`src/rtl/bank_remap_pkg.sv`:
```
package bank_remap_pkg;

  localparam int NUM_BANKS = 3;
  localparam logic [31:0] LOW_ONLY_BYTES = 32'h0004_0000;

  typedef struct packed {
    logic [31:0] cpuBase;
    logic [31:0] physBase;
    logic [31:0] winSize;
  } bankWin_t;

  typedef bankWin_t [NUM_BANKS-1:0] bankSet_t;

  typedef struct packed {
    logic a20Alt;
    logic lowOnly;
  } ctrlStrobes_t;

  function automatic bankWin_t mkWin(input logic [31:0] cpuBase,
                                     input logic [31:0] physBase,
                                     input logic [31:0] winSize);
    bankWin_t w;
    w.cpuBase  = cpuBase;
    w.physBase = physBase;
    w.winSize  = winSize;
    return w;
  endfunction

  // Static window presets selected by the installed size in KiB.
  function automatic bankSet_t presetWindows(input logic [31:0] memKb);
    bankSet_t s;
    s = '0;
    case (memKb)
      32'd256: begin
        s[0] = mkWin(32'h0, 32'h0, 32'h2_0000);
        s[1] = mkWin(32'h2_0000, 32'h2_0000, 32'h2_0000);
      end
      32'd384: begin
        s[0] = mkWin(32'h0, 32'h0, 32'h2_0000);
        s[2] = mkWin(32'h2_0000, 32'h2_0000, 32'h4_0000);
      end
      32'd512: begin
        s[0] = mkWin(32'h0, 32'h0, 32'h8_0000);
      end
      32'd768, 32'd896: begin
        s[0] = mkWin(32'h0, 32'h0, 32'h8_0000);
        s[1] = mkWin(32'h8_0000, 32'h8_0000, 32'h2_0000);
        s[2] = mkWin(32'h10_0000, 32'h8_0000,
                     (memKb == 32'd768) ? 32'h2_0000 : 32'h4_0000);
      end
      32'd1024: begin
        s[0] = mkWin(32'h0, 32'h0, 32'h8_0000);
        s[1] = mkWin(32'h10_0000, 32'h8_0000, 32'h8_0000);
      end
      default: begin
        s[0] = mkWin(32'h0, 32'h0, 32'h8_0000);
        s[1] = mkWin(32'h8_0000, 32'h8_0000, 32'h2_0000);
        if (memKb > 32'd640)
          s[2] = mkWin(32'h10_0000, 32'hA_0000, (memKb << 10) - 32'hA_0000);
      end
    endcase
    return s;
  endfunction

endpackage

```
`src/rtl/remap_ctrl.sv`:
```
module remap_ctrl
  import bank_remap_pkg::*;
#(
  parameter int IO_AW = 16,
  parameter logic [IO_AW-1:0] PORT_GATE = 16'h00A4,
  parameter logic [IO_AW-1:0] PORT_MAP  = 16'h00A5,
  parameter logic [IO_AW-1:0] PORT_AUX  = 16'h00AB
) (
  input  logic             clk,
  input  logic             rstN,
  input  logic [IO_AW-1:0] ioAddr,
  input  logic             ioWr,
  input  logic             ioRd,
  input  logic [7:0]       ioWrData,
  output logic [7:0]       ioRdData,
  output ctrlStrobes_t     ctl
);

  localparam int NUM_REGS = 3;
  localparam int IDX_W    = $clog2(NUM_REGS);

  logic [NUM_REGS-1:0][7:0] cfgRegs;
  logic [IDX_W-1:0]         selIdx;
  logic                     selValid;

  always_comb begin
    selValid = 1'b1;
    selIdx   = '0;
    case (ioAddr)
      PORT_GATE: selIdx = IDX_W'(0);
      PORT_MAP:  selIdx = IDX_W'(1);
      PORT_AUX:  selIdx = IDX_W'(2);
      default:   selValid = 1'b0;
    endcase
  end

  always_ff @(posedge clk) begin
    if (!rstN) begin
      cfgRegs  <= '0;
      ioRdData <= '0;
    end else begin
      if (ioWr && selValid) cfgRegs[selIdx] <= ioWrData;
      if (ioRd) ioRdData <= selValid ? cfgRegs[selIdx] : 8'hFF;
    end
  end

  assign ctl.a20Alt  = cfgRegs[0][6];
  assign ctl.lowOnly = cfgRegs[1][0];

  // gate output follows bit 6 of the written byte
  p_a20_tracks_r2: assert property (@(posedge clk) disable iff (!rstN)
    (ioWr && ioAddr == PORT_GATE) |=> (ctl.a20Alt == $past(ioWrData[6])));

  // unmapped ports read as all ones
  p_unmapped_port_ff_r1: assert property (@(posedge clk) disable iff (!rstN)
    (ioRd && ioAddr != PORT_GATE && ioAddr != PORT_MAP && ioAddr != PORT_AUX)
      |=> (ioRdData == 8'hFF));

  // mode bit follows bit 0 of the written byte
  p_low_mode_load_r3: assert property (@(posedge clk) disable iff (!rstN)
    (ioWr && ioAddr == PORT_MAP) |=> (ctl.lowOnly == $past(ioWrData[0])));

endmodule

```
`src/rtl/remap_datapath.sv`:
```
module remap_datapath
  import bank_remap_pkg::*;
#(
  parameter int ADDR_W = 24,
  parameter int SIZE_W = 15
) (
  input  logic              clk,
  input  logic              rstN,
  input  ctrlStrobes_t      ctl,
  input  logic [SIZE_W-1:0] memSizeKb,
  input  logic              cpuReq,
  input  logic              cpuWe,
  input  logic              cpuWord,
  input  logic [ADDR_W-1:0] cpuAddr,
  input  logic [15:0]       cpuWrData,
  output logic              rspValid,
  output logic              cpuMiss,
  output logic [15:0]       cpuRdData,
  output logic              dramReq,
  output logic              dramWe,
  output logic [ADDR_W-2:0] dramAddr,
  output logic [1:0]        dramByteEn,
  output logic [15:0]       dramWrData,
  input  logic [15:0]       dramRdData
);

  bankSet_t             cfgWin;
  bankWin_t             effWin [NUM_BANKS];
  logic [NUM_BANKS-1:0] winMatch;
  logic [31:0]          addr32;
  logic [31:0]          memBytes32;
  logic [31:0]          selBase;
  logic [31:0]          selPhys;
  logic [31:0]          phys32;
  logic                 hit;
  logic                 fits;
  logic                 grant;

  logic                 rspWord;
  logic                 rspOdd;
  logic                 rspBlocked;

  assign cfgWin     = presetWindows(32'(memSizeKb));
  assign addr32     = 32'(cpuAddr);
  assign memBytes32 = 32'(memSizeKb) << 10;

  for (genvar g = 0; g < NUM_BANKS; g++) begin : g_win
    always_comb begin
      effWin[g] = cfgWin[g];
      if (ctl.lowOnly) begin
        if (g == 0) effWin[g].winSize = LOW_ONLY_BYTES;
        else        effWin[g].winSize = '0;
      end
    end
    assign winMatch[g] = (effWin[g].winSize != '0) &&
                         (addr32 >= effWin[g].cpuBase) &&
                         (addr32 < effWin[g].cpuBase + effWin[g].winSize);
  end

  // Lowest-numbered matching bank wins.
  always_comb begin
    hit     = 1'b0;
    selBase = '0;
    selPhys = '0;
    for (int i = NUM_BANKS - 1; i >= 0; i--) begin
      if (winMatch[i]) begin
        hit     = 1'b1;
        selBase = effWin[i].cpuBase;
        selPhys = effWin[i].physBase;
      end
    end
  end

  assign phys32 = addr32 - selBase + selPhys;
  assign fits   = (phys32[31:ADDR_W] == '0) && (phys32 < memBytes32);
  assign grant  = hit && fits;

  always_ff @(posedge clk) begin
    if (!rstN) begin
      rspValid   <= 1'b0;
      cpuMiss    <= 1'b0;
      dramReq    <= 1'b0;
      dramWe     <= 1'b0;
      dramAddr   <= '0;
      dramByteEn <= '0;
      dramWrData <= '0;
      rspWord    <= 1'b0;
      rspOdd     <= 1'b0;
      rspBlocked <= 1'b1;
    end else begin
      rspValid <= cpuReq;
      cpuMiss  <= cpuReq && !hit;
      dramReq  <= cpuReq && grant;
      dramWe   <= cpuReq && grant && cpuWe;
      if (cpuReq) begin
        dramAddr   <= phys32[ADDR_W-1:1];
        dramByteEn <= cpuWord ? 2'b11 : (phys32[0] ? 2'b10 : 2'b01);
        dramWrData <= cpuWord ? cpuWrData : {cpuWrData[7:0], cpuWrData[7:0]};
        rspWord    <= cpuWord;
        rspOdd     <= phys32[0];
        rspBlocked <= !grant;
      end
    end
  end

  always_comb begin
    if (rspBlocked)   cpuRdData = rspWord ? 16'hFFFF : 16'h00FF;
    else if (rspWord) cpuRdData = dramRdData;
    else              cpuRdData = {8'h00, rspOdd ? dramRdData[15:8] : dramRdData[7:0]};
  end

  // no response strobes without a request
  p_idle_quiet_r6: assert property (@(posedge clk) disable iff (!rstN)
    !cpuReq |=> (!dramReq && !cpuMiss));

  // nothing above the low window is reachable in low-only mode
  p_low_only_bound_r3: assert property (@(posedge clk) disable iff (!rstN)
    (cpuReq && ctl.lowOnly && addr32 >= LOW_ONLY_BYTES) |=> (cpuMiss && !dramReq));

  // DRAM is never addressed past the installed size
  p_range_guard_r5: assert property (@(posedge clk) disable iff (!rstN)
    dramReq |-> ((32'(dramAddr) << 1) < memBytes32));

  // a refused access reads as all ones in its low byte
  p_refused_read_ff_r5: assert property (@(posedge clk) disable iff (!rstN)
    (rspValid && !dramReq && !dramWe) |-> (cpuRdData[7:0] == 8'hFF));

endmodule

```
`src/rtl/bank_remap.sv`:
```
module bank_remap
  import bank_remap_pkg::*;
#(
  parameter int ADDR_W = 24,
  parameter int SIZE_W = 15,
  parameter int IO_AW  = 16
) (
  input  logic              clk,
  input  logic              rstN,
  input  logic [SIZE_W-1:0] memSizeKb,
  input  logic [IO_AW-1:0]  ioAddr,
  input  logic              ioWr,
  input  logic              ioRd,
  input  logic [7:0]        ioWrData,
  output logic [7:0]        ioRdData,
  output logic              a20Alt,
  input  logic              cpuReq,
  input  logic              cpuWe,
  input  logic              cpuWord,
  input  logic [ADDR_W-1:0] cpuAddr,
  input  logic [15:0]       cpuWrData,
  output logic              rspValid,
  output logic              cpuMiss,
  output logic [15:0]       cpuRdData,
  output logic              dramReq,
  output logic              dramWe,
  output logic [ADDR_W-2:0] dramAddr,
  output logic [1:0]        dramByteEn,
  output logic [15:0]       dramWrData,
  input  logic [15:0]       dramRdData
);

  ctrlStrobes_t ctl;

  remap_ctrl #(.IO_AW(IO_AW)) u_ctrl (
    .clk      (clk),
    .rstN     (rstN),
    .ioAddr   (ioAddr),
    .ioWr     (ioWr),
    .ioRd     (ioRd),
    .ioWrData (ioWrData),
    .ioRdData (ioRdData),
    .ctl      (ctl)
  );

  remap_datapath #(.ADDR_W(ADDR_W), .SIZE_W(SIZE_W)) u_path (
    .clk        (clk),
    .rstN       (rstN),
    .ctl        (ctl),
    .memSizeKb  (memSizeKb),
    .cpuReq     (cpuReq),
    .cpuWe      (cpuWe),
    .cpuWord    (cpuWord),
    .cpuAddr    (cpuAddr),
    .cpuWrData  (cpuWrData),
    .rspValid   (rspValid),
    .cpuMiss    (cpuMiss),
    .cpuRdData  (cpuRdData),
    .dramReq    (dramReq),
    .dramWe     (dramWe),
    .dramAddr   (dramAddr),
    .dramByteEn (dramByteEn),
    .dramWrData (dramWrData),
    .dramRdData (dramRdData)
  );

  assign a20Alt = ctl.a20Alt;

endmodule

```
`config.mk`:
```
export PLATFORM = sky130hd
export DESIGN_NAME = bank_remap
export DESIGN_NICKNAME = d
export VERILOG_FILES = /design/src/rtl/bank_remap_pkg.sv /design/src/rtl/remap_ctrl.sv /design/src/rtl/remap_datapath.sv /design/src/rtl/bank_remap.sv
export SDC_FILE = /design/constraint.sdc
export NUM_CORES = 1
export LEC_CHECK = 0
export BUFFER_PORTS_ARGS = -buffer_cell sky130_fd_sc_hd__buf_2
export CAP_MARGIN = 20
export CORE_UTILIZATION = 32
export CTS_BUF_LIST = sky130_fd_sc_hd__clkbuf_8 sky130_fd_sc_hd__clkbuf_16
export DETAILED_ROUTE_END_ITERATION = 7
export HOLD_SLACK_MARGIN = 0.08
export PLACE_DENSITY = 0.6
export SYNTH_ARGS = -nofsm -noshare
export SYNTH_HDL_FRONTEND = slang
export SYNTH_HIERARCHICAL = 1
export SYNTH_SLANG_ARGS = --single-unit
```
`constraint.sdc`:
```
create_clock -name clk -period 8.7 [get_ports clk]
set_clock_uncertainty 0.1 [all_clocks]
set_input_delay 1.305 -clock clk [delete_from_list [all_inputs] [get_ports clk]]
set_output_delay 1.305 -clock clk [all_outputs]
set_load 0.03 [all_outputs]
```
==> impl_metrics.json, run 1 <==
{
  "run_status": "completed",
  "final_net_count": 1171,
  "cpMaxStageDelayCell": "sky130_fd_sc_hd__or4_4",
  "setup.worst_path.class": "in -> reg",
  "critical_path.top_delay_family": "compound AO/OA/AOI/OAI gates",
  "post_synth_main_area_contributors": "sky130_fd_sc_hd__dfxtp_1, sky130_fd_sc_hd__ha_1, sky130_fd_sc_hd__mux2i_1",
  "routed_via_density": 5.125,
  "synth_area_per_cell_sq_um": 8.140,
  "power_density_nw_per_um2": 155.2,
  "die_x_um": 146.3,
  "min_period_over_period": 0.9495,
  "area_delta_synth_final_pct": 24.67,
  "area_share_of_the_largest_cell_type_after_synthesis": 0.2405,
  "cpMostUsedCell": "sky130_fd_sc_hd__ha_1",
  "synth_async_sr_flop_share": 0,
  "final-hold-violation-count": 0,
  "critPathLaunchType": "input port",
  "design.portCount": 172,
  "cts_made_buffers": 9,
  "first_global_vias": 6067,
  "maxCapViolations": 0,
  "cts_tree": "yes",
  "tightest_slew_ns": 0.8403,
  "initial_antenna_violation_count": 0,
  "synth.yosys.warnings": 6,
  "detail_route.wl_per_cell_um": 15.64,
  "clk_root_buffer_cell": "sky130_fd_sc_hd__clkbuf_16",
  "cts.sink_count": 80,
  "max-slew-margin-rel": 0.4386,
  "replace_congestion": 0.8946,
  "h_tree_depth_reported_by_cts": 3,
  "cts.clk_slew.worst_paths_ns": 0.07,
  "global_route.overflow_total": 0,
  "post_synth_num_cell_types": 74,
  "grt_max_degree": 60,
  "grt.met1_usage": 0.2431,
  "yosys.cell_count.top_type": "sky130_fd_sc_hd__nand2_1",
  "dp.final_hpwl_mm": 15.51,
  "firstDrtPassIters": 5,
  "fmax_ghz": 0.1211,
  "insertion_delay_ns": 0.34,
  "floorplan.rows": 52,
  "critPathCaptureType": "flop",
  "drive_gt1_frac": 0.2540,
  "hold_class": "reg -> reg",
  "initial_core_util": 0.3280,
  "dominantRegCellSynth": "sky130_fd_sc_hd__dfxtp_1",
  "gr-usage-met3": 0.03656,
  "grt_first_pass_wirelength_mm": 31.55,
  "die_area_sq_um": 21390,
  "cts.path.max_buffers": 2,
  "drtIter0Drc": 313,
  "buffer_ports.inserted": 171,
  "yosysSeqAreaShare": 0.2405,
  "static_leak_nw": 3.935,
  "slowest_delay_ns": 0.56,
  "timing.critical_path.fanout_max": 4,
  "arrival_ns": 8.44,
  "grt_usage": 0.1837,
  "critical_path.n_buffers_inverters": 3,
  "period_minus_slack_ns": 8.261,
  "setup_violations": 0,
  "vias_after_detailed_routing": 6468,
  "final_design_area_no_fill_sq_um": 8302,
  "timing.setup.tns_ns": 0,
  "globalRouteMet2Util": 0.3033,
  "drc_errors": 0,
  "antenna_cells_inserted": 0,
  "post_synth_inst_count": 818,
  "postPlaceCellArea_sq_um": 7846,
  "final_antenna_violating_net_count": 0,
  "finalMaxSlewViolations": 0,
  "layer_with_the_highest_usage_after_global_routing": "met2",
  "synth_nets": 1002,
  "coreArea_sq_um": 20300,
  "syn-cell-area_sq_um": 6659,
  "chipHeight_um": 146.3,
  "cp.required_ns": 8.88,
  "synth_enable_flop_cells": 0,
  "wirelength_mm": 19.73,
  "synth_common_cells": "sky130_fd_sc_hd__nand2_1, sky130_fd_sc_hd__dfxtp_1, sky130_fd_sc_hd__ha_1",
  "ir_drop_v": 0.00009752,
  "post-synth-top-area-cell": "sky130_fd_sc_hd__dfxtp_1",
  "synth_seq_cells": 80
}
[placed cells by master, fill, tap and decap left out, drive strengths merged, types with 14 or more instances in the layout]
cell type,instances
buf,193
nand2,99
dfxtp,80
ha,80
inv,70
nor2,58
mux2i,54
o21ai,37
a21oi,36
nor2b,30
xnor2,27
nand3,18
nor3,16
o211a,14
[registers in the layout, summed over array words and instances (netlist names)]
register and flops:
u_ctrl/ctl 2, u_path/rspBlocked 1, u_path/rspWord 1, u_path/dramWe 1
u_path/dramReq 1, u_path/rspValid 1, u_path/dramWrData 16, u_path/dramByteEn 2
u_path/rspOdd 1, u_ctrl/ioRdData 8, u_path/cpuMiss 1, u_ctrl/cfgRegs 22
u_path/dramAddr 23
[cells by family after synthesis]
kind of cell	after synthesis	share of synthesized area
AO/OA/AOI/OAI	180	0.1945
XOR/XNOR	32	0.04209
adder cells (fa/ha/maj)	82	0.1563
buffers and inverters	101	0.05956
flip-flops	80	0.2405
multiplexers	54	0.08117
AND/OR/NAND/NOR	289	0.2259
[stage by stage]
stage | utilization | instances | worst slack, ns | hold slack [ns] | power [mW]
final | 0.4090 | 1262 | 0.4391 | 0.3605 | 1.288
after floorplan | - | 818 | 0.3039 | 0.3341 | 0.7277
after CTS | 0.4018 | 1259 | 0.2244 | 0.3616 | 1.282
after global placement | 0.3865 | 1243 | 0.07178 | 0.3430 | 0.8764
after detailed placement | 0.3865 | 1243 | -0.09809 | 0.3475 | 0.8783
after global routing | 0.4090 | 1262 | -0.06304 | 0.3749 | 1.369
[power by group]
group	leakage [nW]	internal [mW]	switching [mW]
Sequential	0.658	0.391	0.0141
Combinational	3.13	0.195	0.290
Clock	0.149	0.229	0.169
[tightest hold or removal path: cells and delay by family, from the launching register on]
kind | cells | cell delay, ns
DFF | 1 | 0.31
muxes | 1 | 0.05
and+or+nand+nor | 1 | 0.05
[area by class of cell]
cell class / instances / area [sq um]
Clock buffer: 9 / 225.2
Clock inverter: 7 / 83.83
Fill cell: 2108 / 12000
Inverter: 66 / 247.7
Multi-Input combinational cell: 637 / 4785
Sequential cell: 80 / 1602
Tap cell: 270 / 337.8
Timing Repair Buffer: 193 / 1021
[routing by layer]
| metal | vias up | wire length (um) |
|---|---|---|
| li1 | 3259 | - |
| met1 | 3010 | 9277 |
| met2 | 182 | 9180 |
| met3 | 17 | 976 |
| met4 | 0 | 299 |
| met5 | - | 0 |
[worst paths after layout]
| path | start | end | slack (ns) | depth (start not counted) |
|---|---|---|---|---|
| worst max-delay path | memSizeKb[3] | u_path/dramWe | 0.44 | 37 |
| worst min-delay path | u_ctrl/cfgRegs[18] | u_ctrl/cfgRegs[18] | 0.36 | 2 |
| worst max register to register | u_ctrl/ctl[0] | u_path/dramWe | 1.98 | 34 |
| worst min register to register | u_ctrl/cfgRegs[18] | u_ctrl/cfgRegs[18] | 0.36 | 2 |
[timing repair]
action,4_1_cts,5_1_grt
buffers inserted,0,3
hold buffers,0,0
gates resized for setup,0,25
setup endpoints to repair,0,3
Note: power is estimated with default switching activity, not from simulation.
==> run 2: changes to the inputs <==
==> constraint.sdc (replaced) <==
create_clock -name clk -period 7.3 [get_ports clk]
set_clock_uncertainty 0.1 [all_clocks]
set_input_delay 1.095 -clock clk [delete_from_list [all_inputs] [get_ports clk]]
set_output_delay 1.095 -clock clk [all_outputs]
set_load 0.03 [all_outputs]
==> run 2 against run 1 <==
Compared with the run above: utilization increased by 3.8 points; combinational power increased by 38%; via count increased by 4.7%; the run now ends with negative setup slack left; sequential power increased by 19%; sequential share of layout area decreased by 1.7 points; critical path depth increased by 2; largest power group unchanged; global-route usage increased by 0.76 points; flip-flop and latch count unchanged; worst hold slack got worse by 0.0018 ns; clock power increased by 18%; count of clock-buffer cells in the layout increased by 1; worst setup slack got worse by 0.92 ns.
==> impl_metrics.json, run 2 (synthesized netlist as in run 1, its figures left out) <==
{
  "ir_drop_v": 0.0001066,
  "setup_ws_ns": -0.4856,
  "replace_congestion": 0.8357,
  "cts.path.max_buffers": 2,
  "instances_no_fill": 1338,
  "grt_first_pass_wirelength_mm": 32.98,
  "placed_cells": 1302,
  "design.portCount": 172,
  "ctsHoldBuffers": 0,
  "most-common-layout-cells": "sky130_fd_sc_hd__buf_2, sky130_fd_sc_hd__buf_4, sky130_fd_sc_hd__nand2_1",
  "static_leak_nw": 4.356,
  "setup.worst_path.class": "in -> reg",
  "gr-usage-met3": 0.02719,
  "layer_with_the_highest_usage_after_global_routing": "met2",
  "max-slew-margin-rel": 0.4272,
  "critPathLaunchType": "input port",
  "violated_checks": "negative setup slack",
  "coreArea_sq_um": 20300,
  "grt_max_degree": 60,
  "timing.hold.ws_ns": 0.3587,
  "final_net_count": 1247,
  "first_global_vias": 6570,
  "globalRouteMet2Util": 0.3250,
  "timing.setup.tns_ns": -1.341,
  "final-hold-violation-count": 0,
  "routed_via_density": 5.064,
  "clk_root_buffer_cell": "sky130_fd_sc_hd__clkbuf_16",
  "final_core_util": 0.4474,
  "cts.clk_slew.worst_paths_ns": 0.06,
  "postPlaceCellArea_sq_um": 8388,
  "cpMaxStageDelayCell": "sky130_fd_sc_hd__or4_4",
  "hold_class": "reg -> reg",
  "vias_after_detailed_routing": 6775,
  "insertion_delay_ns": 0.34,
  "dp.final_hpwl_mm": 16.14,
  "initial_antenna_violation_count": 0,
  "area_delta_synth_final_pct": 36.40,
  "dp_worst_setup_slack_ns": -0.9418,
  "initial_core_util": 0.3280,
  "tightest_slew_ns": 0.8574,
  "finalMaxSlewViolations": 0,
  "cpMostUsedCell": "sky130_fd_sc_hd__ha_4",
  "cp.required_ns": 7.39,
  "power_density_nw_per_um2": 178.7,
  "firstDrtPassIters": 4,
  "grt.met1_usage": 0.2456,
  "die_x_um": 146.3,
  "largest_register_ff_count": 23,
  "arrival_ns": 7.88,
  "cts_made_buffers": 9,
  "chipHeight_um": 146.3,
  "total_power_mw": 1.623,
  "setup_violations": 3,
  "buffer_ports.inserted": 171,
  "final_antenna_violating_net_count": 0,
  "drc_errors": 0,
  "cts_tree": "yes",
  "antenna_cells_inserted": 0,
  "drive_gt1_frac": 0.3343,
  "die_area_sq_um": 21390,
  "detail_route.wl_per_cell_um": 15.44,
  "maxCapViolations": 0,
  "cts.sink_count": 80,
  "run_status": "complete, but fails checks",
  "layout.cells.most_common": "sky130_fd_sc_hd__buf_2",
  "top_regs": "u_path/dramAddr (23), u_ctrl/cfgRegs (22), u_path/dramWrData (16)",
  "h_tree_depth_reported_by_cts": 3,
  "min_period_over_period": 1.067,
  "timing.critical_path.fanout_max": 3,
  "drtIter0Drc": 266,
  "grt_setup_unrepaired": "true",
  "critPathCaptureType": "flop",
  "grt_usage": 0.1913,
  "global_route.overflow_total": 0,
  "wirelength_mm": 20.66,
  "fmax_ghz": 0.1284,
  "slowest_delay_ns": 0.54,
  "final_design_area_no_fill_sq_um": 9082,
  "period_minus_slack_ns": 7.786,
  "max_flop_register": "u_path/dramAddr",
  "floorplan.rows": 52
}
[run 2: report_power, final]
group	internal [mW]	switching (mW)
Combinational	0.295	0.375
Clock	0.279	0.191
Sequential	0.466	0.0171
Total	1.04	0.583
[run 2: repair_timing]
item                                    CTS  global route
endpoints found under the setup margin    3             4
setup buffers                            17             3
gates cloned                              0             0
gates resized for setup                  29            13
pin swaps                                18             5
[run 2: layout make-up]
cell class / count / area, sq um
clock buffer: 10 / 239.0
clock inverter: 6 / 73.82
fill: 2070 / 11220
inverter: 66 / 247.7
multi-input combinational: 637 / 4981
sequential: 80 / 1602
tap: 270 / 337.8
timing repair buffer: 269 / 1602
[run 2: path summary, 6_finish.rpt]
kind,start,endpoint,slack (ns),cells past startpoint
setup / recovery,memSizeKb[3],u_path/rspBlocked,-0.49,39
hold / removal,u_ctrl/cfgRegs[21],u_ctrl/cfgRegs[21],0.36,2
setup reg to reg,u_ctrl/ctl[0],u_path/rspBlocked,0.73,34
hold reg to reg,u_ctrl/cfgRegs[21],u_ctrl/cfgRegs[21],0.36,2
[run 2: layer usage]
layer	routed length, um	part of all wire
met3	910	0.044
met5	0	0
met1	9486	0.46
met4	633	0.031
met2	9625	0.47
[run 2: critical path: cells and delay by family]
| family | cells | cell delay (ns) |
|---|---|---|
| adders and majority gates | 5 | 1.58 |
| buffers and inverters | 5 | 0.54 |
| and+or+nand+nor | 15 | 2.35 |
| xor gates and xnor gates | 2 | 0.39 |
| AOI/OAI and AO/OA | 12 | 1.91 |
